`src/rtl/pal_pkg.sv`:
```
package pal_pkg;
    localparam int COMP_W = 6;
    localparam int RGB_W  = 3 * COMP_W;

    typedef enum logic [1:0] {
        PH_RED   = 2'd0,
        PH_GREEN = 2'd1,
        PH_BLUE  = 2'd2
    } comp_phase_e;

    typedef struct packed {
        logic [COMP_W-1:0] r;
        logic [COMP_W-1:0] g;
        logic [COMP_W-1:0] b;
    } rgb_t;

    function automatic comp_phase_e next_phase(input comp_phase_e p);
        case (p)
            PH_RED:   return PH_GREEN;
            PH_GREEN: return PH_BLUE;
            default:  return PH_RED;
        endcase
    endfunction
endpackage

```
`src/rtl/pal_entry_seq.sv`:
```
module pal_entry_seq
    import pal_pkg::*;
#(
    parameter int IDX_W = 8,
    parameter int BUS_W = 8
) (
    input  logic             clk,
    input  logic             rst,
    input  logic             idx_we,
    input  logic [IDX_W-1:0] idx_wdata,
    input  logic             data_we,
    input  logic [BUS_W-1:0] data_wdata,
    output logic             commit,
    output logic [IDX_W-1:0] commit_addr,
    output rgb_t             commit_rgb
);
    logic [IDX_W-1:0]  ptr_q;
    comp_phase_e       phase_q;
    logic [COMP_W-1:0] red_q, grn_q;
    logic [COMP_W-1:0] comp;
    logic              unused_hi_bits;

    assign comp           = data_wdata[COMP_W-1:0];
    assign unused_hi_bits = ^data_wdata[BUS_W-1:COMP_W];

    always_ff @(posedge clk) begin
        if (rst) begin
            ptr_q   <= '0;
            phase_q <= PH_RED;
            red_q   <= '0;
            grn_q   <= '0;
        end else if (idx_we) begin
            ptr_q   <= idx_wdata;
            phase_q <= PH_RED;
        end else if (data_we) begin
            phase_q <= next_phase(phase_q);
            case (phase_q)
                PH_RED:   red_q <= comp;
                PH_GREEN: grn_q <= comp;
                default:  ptr_q <= ptr_q + 1'b1;
            endcase
        end
    end

    assign commit      = data_we && !idx_we && (phase_q == PH_BLUE);
    assign commit_addr = ptr_q;
    assign commit_rgb  = '{r: red_q, g: grn_q, b: comp};

    assert_phase_red_after_index_R2: assert property (@(posedge clk) disable iff (rst)
        idx_we |=> phase_q == PH_RED);
    assert_ptr_load_R2: assert property (@(posedge clk) disable iff (rst)
        idx_we |=> ptr_q == $past(idx_wdata));
    assert_ptr_advance_R4: assert property (@(posedge clk) disable iff (rst)
        (data_we && !idx_we && phase_q == PH_BLUE) |=> ptr_q == $past(ptr_q) + 1'b1);
    assert_ptr_hold_R3: assert property (@(posedge clk) disable iff (rst)
        (data_we && !idx_we && phase_q != PH_BLUE) |=> $stable(ptr_q));
    assert_no_commit_after_index_R8: assert property (@(posedge clk) disable iff (rst)
        idx_we |=> !commit);
endmodule

```
`src/rtl/pal_store.sv`:
```
module pal_store
    import pal_pkg::*;
#(
    parameter int IDX_W = 8
) (
    input  logic             clk,
    input  logic             rst,
    input  logic             commit,
    input  logic [IDX_W-1:0] commit_addr,
    input  rgb_t             commit_rgb,
    input  logic             mask_we,
    input  logic [IDX_W-1:0] mask_wdata,
    input  logic [IDX_W-1:0] pix_idx,
    output rgb_t             rgb_q
);
    localparam int DEPTH = 1 << IDX_W;

    rgb_t             table_mem [DEPTH];
    logic [IDX_W-1:0] mask_q;

    always_ff @(posedge clk) begin
        if (commit) table_mem[commit_addr] <= commit_rgb;
    end

    always_ff @(posedge clk) begin
        if (rst)          mask_q <= '1;
        else if (mask_we) mask_q <= mask_wdata;
    end

    always_ff @(posedge clk) begin
        if (rst) rgb_q <= '0;
        else     rgb_q <= table_mem[pix_idx & mask_q];
    end

    assert_mask_load_R7: assert property (@(posedge clk) disable iff (rst)
        mask_we |=> mask_q == $past(mask_wdata));
    assert_mask_hold_R7: assert property (@(posedge clk) disable iff (rst)
        !mask_we |=> $stable(mask_q));
endmodule

```
`src/rtl/pal_dac_port.sv`:
```
module pal_dac_port
    import pal_pkg::*;
#(
    parameter int IDX_W = 8,
    parameter int BUS_W = 8
) (
    input  logic             clk,
    input  logic             rst,
    input  logic             idx_we,
    input  logic [IDX_W-1:0] idx_wdata,
    input  logic             data_we,
    input  logic [BUS_W-1:0] data_wdata,
    input  logic             mask_we,
    input  logic [IDX_W-1:0] mask_wdata,
    input  logic [IDX_W-1:0] pix_idx,
    output logic [RGB_W-1:0] rgb_out
);
    logic             commit;
    logic [IDX_W-1:0] commit_addr;
    rgb_t             commit_rgb;
    rgb_t             rgb_q;

    pal_entry_seq #(.IDX_W(IDX_W), .BUS_W(BUS_W)) u_seq (
        .clk         (clk),
        .rst         (rst),
        .idx_we      (idx_we),
        .idx_wdata   (idx_wdata),
        .data_we     (data_we),
        .data_wdata  (data_wdata),
        .commit      (commit),
        .commit_addr (commit_addr),
        .commit_rgb  (commit_rgb)
    );

    pal_store #(.IDX_W(IDX_W)) u_store (
        .clk         (clk),
        .rst         (rst),
        .commit      (commit),
        .commit_addr (commit_addr),
        .commit_rgb  (commit_rgb),
        .mask_we     (mask_we),
        .mask_wdata  (mask_wdata),
        .pix_idx     (pix_idx),
        .rgb_q       (rgb_q)
    );

    assign rgb_out = rgb_q;

    assert_reset_output_R1: assert property (@(posedge clk)
        $past(rst) |-> rgb_out == '0);
endmodule

```
`config.mk`:
```
export PLATFORM = sky130hd
export DESIGN_NAME = pal_dac_port
export DESIGN_NICKNAME = d
export VERILOG_FILES = /design/src/rtl/pal_pkg.sv /design/src/rtl/pal_entry_seq.sv /design/src/rtl/pal_store.sv /design/src/rtl/pal_dac_port.sv
export SDC_FILE = /design/constraint.sdc
export NUM_CORES = 2
export LEC_CHECK = 0
export BUFFER_PORTS_ARGS = -buffer_cell sky130_fd_sc_hd__buf_2
export CAP_MARGIN = 20
export CORE_MARGIN = 1
export CORE_UTILIZATION = 50
export CTS_CLUSTER_DIAMETER = 200
export CTS_CLUSTER_SIZE = 24
export DETAILED_ROUTE_END_ITERATION = 7
export PLACE_DENSITY_LB_ADDON = 0.3
export SLEW_MARGIN = 20
export SYNTH_ARGS = -nofsm -noshare
export SYNTH_HDL_FRONTEND = slang
export SYNTH_HIERARCHICAL = 1
export SYNTH_MEMORY_MAX_BITS = 65536
export SYNTH_SLANG_ARGS = --single-unit
```
`constraint.sdc`:
```
create_clock -name clk -period 8.4 [get_ports clk]
set_input_delay 1.68 -clock clk [delete_from_list [all_inputs] [get_ports clk]]
set_output_delay 1.68 -clock clk [all_outputs]
set_load 0.05 [all_outputs]
```
==> reports/summary.md <==
Logic synthesis
- 78.1% — share of the yosys chip area belonging to registers
- 20.8 µm² — syn avg cell area
- 6 — Warnings, synthesis
- 0.00982% — Post-Synth XOR/XNOR Area
- multiplexers — combinational family with the most area after synthesis
- 0% — FFs w/ async S/R, synth
- sky130_fd_sc_hd__edfxtp_1 — dominant synthesized flop cell
- sky130_fd_sc_hd__edfxtp_1 — dominant cell by count in the synthesized netlist
- 8,628 — nets in the synthesized netlist
- 2.14% — compound-cell area share of the yosys netlist
- 8,590 — count of mapped cells out of synthesis
- 70 — count of different cell masters after synthesis
- 0.178 mm² — cell area after synthesis
- 77.6% — post-synth top area share
- sky130_fd_sc_hd__edfxtp_1 — leading area contributor after synthesis
- 14.3% — post-synthesis mux area share
- 4,656 — total of flip-flops plus latches after synthesis
- 0.00701% — area share of fa/ha/maj cells after synthesis
- 4,608 — Post-synth EDFFs
- 4.07% — area share of and/or/nand/nor cells after synthesis
- sky130_fd_sc_hd__edfxtp_1 78%, sky130_fd_sc_hd__mux4_2 14%, sky130_fd_sc_hd__nand2_1 1.7% — most area-consuming cells after synthesis
- 4,608 x sky130_fd_sc_hd__edfxtp_1, 1,078 x sky130_fd_sc_hd__mux4_2, 812 x sky130_fd_sc_hd__nand2_1, 351 x sky130_fd_sc_hd__nor2_1, 322 x sky130_fd_sc_hd__nand3_1 — most used standard cells in the synthesized netlist

Critical path
- 9.19 ns — critical path required time
- 3.00 ns — reg2reg setup slack
- register — nature of the critical path endpoint
- 9 — reg2reg path depth
- 6.61 ns — worst endpoint data arrival time
- u_store/rgb_q[9] — worst r2r dst
- input port to register — Worst Setup Path Type
- u_store/mask_q[1] — beginning of the worst register-to-register path
- 103 — critical path fanouts, max
- input port — nature of the critical path startpoint

Power and ir drop
- 55.1 nW — leakage component of the power
- 0.174 mV — Peak VDD IR
- 207 mW/mm² — P per Cell Area

Global route
- 38 — initial antenna violation count
- 0 — remaining global-route overflow
- 663,000 µm — first-pass GRT wire length
- 213 — largest net degree at the start of global routing
- 26.3% — global router's overall resource usage
- 86,400 — via count of the first global-routing pass

Floorplan
- 50.4% — initial core utilization
- 0.354 mm² — area of the core
- 599 µm — Die Wd
- 599 µm — overall die height
- 55 — io pins
- 0.359 mm² — total die area
- 218 — total number of placement rows

Route
- 13,500 — starting DRC count in detailed routing
- 34.9 µm — wire length per cell
- 476,000 µm — Routed Wire Length
- 89,400 — vias after detailed routing
- 0 — drt drc
- 0 — Antenna Violating Nets Remaining
- 6.56 — via/cell ratio
- 8 — length of the first detailed-routing pass in iterations

Clock tree
- built — TritonCTS clock tree
- sky130_fd_sc_hd__clkbuf_16 — clock tree root driver cell
- 0.09 ns — register clock-pin slew on the reported worst setup and hold paths
- 4 — buffer levels on the longest clock path
- 0 — setup bufs post-CTS
- 0 — Post-CTS Resized
- 4,656 — CTS sink count
- 4 — H-tree depth
- 0 — hold buffer count at cts
- 215 — total CTS buffers
- 0.97 ns — clock insertion delay at the later pin of the skew report

Final layout
- 23.0% — fraction of final layout cells with drive strength greater than 1
- 8.07% — Area Overhead vs Synth
- 13,600 — number of non-filler instances in the completed layout
- 54.5% — Post-Route Utilization
- 8,820 — fin nets

Placed design
- 13,300 — number of placed cells counting well taps
- 284,000 µm — post-detail-place hpwl
- 52 — Port Buffers
- 1.76 ns — pre-CTS setup slack
- 0.892 — final RePlAce weighted congestion

Timing
- 0.172 GHz — timing-limited maximum frequency
- 0 — Final Hold Viols
- 12.2% — tightest slew margin relative to the limit
- 0 — Setup Viol. Count Final
- 69.3% — portion of the clock cycle consumed by the worst path in the final layout
- 1.32 ns — slew of the pin with the lowest slew margin
- 0 ns — setup tns final
- 2.58 ns — slack of the critical path
- 0.0406 ns — Setup Skew
- 0 — number of pins exceeding their max-slew limit in the final report
- 5.82 ns — min cycle time layout
- false — RSZ-0062 raised after global routing

Job
- 0 — max-cap viol count

Min path
- register to register — Hold WC Path Type
- u_store/mask_q[1] — critical hold path startpoint
- 2 — worst hold path depth
- u_store/mask_q[1] — Hold Path End

Status
- finished, final reports clean — run status

worst max-delay path by stage:
stage	start	end	slack [ns]	depth (start not counted)
3_3_place_gp	pix_idx[1]	u_store/rgb_q[9]	1.80	10
5_1_grt	pix_idx[1]	u_store/rgb_q[9]	2.65	10
6_report	pix_idx[1]	u_store/rgb_q[9]	2.58	10
4_1_cts	pix_idx[1]	u_store/rgb_q[9]	2.78	10
3_5_place_dp	pix_idx[1]	u_store/rgb_q[9]	1.76	10
2_1_floorplan	u_seq/grn_q[4]	u_store/table_mem[0][10]	4.15	0
sequential cells by signal (all words and copies together) (netlist names):
| name | count |
|---|---|
| u_store/table_mem | 4608 |
| u_store/rgb_q | 18 |
| u_seq/commit_addr | 8 |
| u_store/mask_q | 8 |
| u_seq/grn_q | 6 |
| u_seq/red_q | 6 |
| u_seq/phase_q | 2 |
per-layer routing:
metal,routed length [µm],part of all wire [%],GRT usage [%],vias up
met5,118,0.025,0,-
met4,23900,5.0,11.5,16
met3,51900,11,5.20,772
met2,224000,47,41.0,5232
met1,176000,37,36.5,47800
li1,-,-,-,35600
metrics by stage:
stage | instance area (µm²) | power (mW) | hold WS, ns
CTS | 193000 | 40.0 | 0.636
floorplan | 178000 | 27.6 | 0.499
global placement | 186000 | 28.6 | 0.589
global route | 193000 | 40.8 | 0.666
finish | 193000 | 39.8 | 0.638
detailed placement | 187000 | 28.6 | 0.611
cell families after synthesis:
family,after synthesis
AOI/OAI and AO/OA,550
xor gates and xnor gates,2
adders and majority gates,1
buffers and inverters,486
DFF,4656
muxes,1205
and+or+nand+nor,1690
layout make-up:
cell class              count  area, µm²
inverters                   5       18.8
repair buffers            456       3750
diodes                     18       45.0
flip-flops and latches   4656     139000
multi-input cells        3448      37800
clock buffers             308       5810
clock inverters             8        111
fillers                 26300     161000
well taps                4730       5920
power by group:
group / internal [mW] / total (mW) / switching, mW / leakage [nW]
registers: 25.4 / 25.5 / 0.0789 / 38.2
logic: 0.870 / 2.64 / 1.77 / 14.1
clock network: 4.83 / 11.7 / 6.88 / 2.85
worst max-delay path, cell delays in order:
cell and delay (ns):
sky130_fd_sc_hd__buf_2 0.10, sky130_fd_sc_hd__and2_4 0.72, sky130_fd_sc_hd__buf_4 0.47, sky130_fd_sc_hd__buf_12 0.50, sky130_fd_sc_hd__mux4_2 0.42, sky130_fd_sc_hd__a22oi_1 0.61
sky130_fd_sc_hd__nand4_1 0.16, sky130_fd_sc_hd__o21ai_0 0.71, sky130_fd_sc_hd__a21boi_0 0.76, sky130_fd_sc_hd__nand4_1 0.19
cell usage in the layout (no fill, tap or decap), drive strengths merged, types with 6 or more instances in the layout:
| cell | synthesis | routed |
|---|---|---|
| nor4 | 17 | 17 |
| nand2 | 813 | 813 |
| mux4 | 1078 | 1078 |
| or3 | 10 | 10 |
| dfxtp | 48 | 48 |
| a221oi | 30 | 30 |
| o22ai | 26 | 26 |
| a32o | 12 | 12 |
| mux2 | 10 | 10 |
| diode | 0 | 18 |
| a31oi | 37 | 37 |
| a311oi | 13 | 13 |
| nor2 | 351 | 351 |
| a22oi | 139 | 139 |
| a211oi | 18 | 18 |
| o211ai | 11 | 11 |
| mux2i | 117 | 117 |
| o21a | 6 | 6 |
| and2 | 8 | 8 |
| o21ai | 47 | 47 |
| and3 | 45 | 45 |
| nand4 | 53 | 53 |
| nor2b | 16 | 16 |
| or4 | 8 | 8 |
| a21oi | 125 | 125 |
| edfxtp | 4608 | 4608 |
| nand3 | 322 | 322 |
| o31ai | 6 | 6 |
| buf | 300 | 456 |
| clkbuf | 181 | 308 |
| nor3 | 35 | 35 |
| o221ai | 16 | 16 |
| a211o | 8 | 8 |
| inv | 5 | 9 |
| a221o | 11 | 11 |
| a22o | 11 | 11 |
Note: power is estimated with default switching activity, not from simulation.
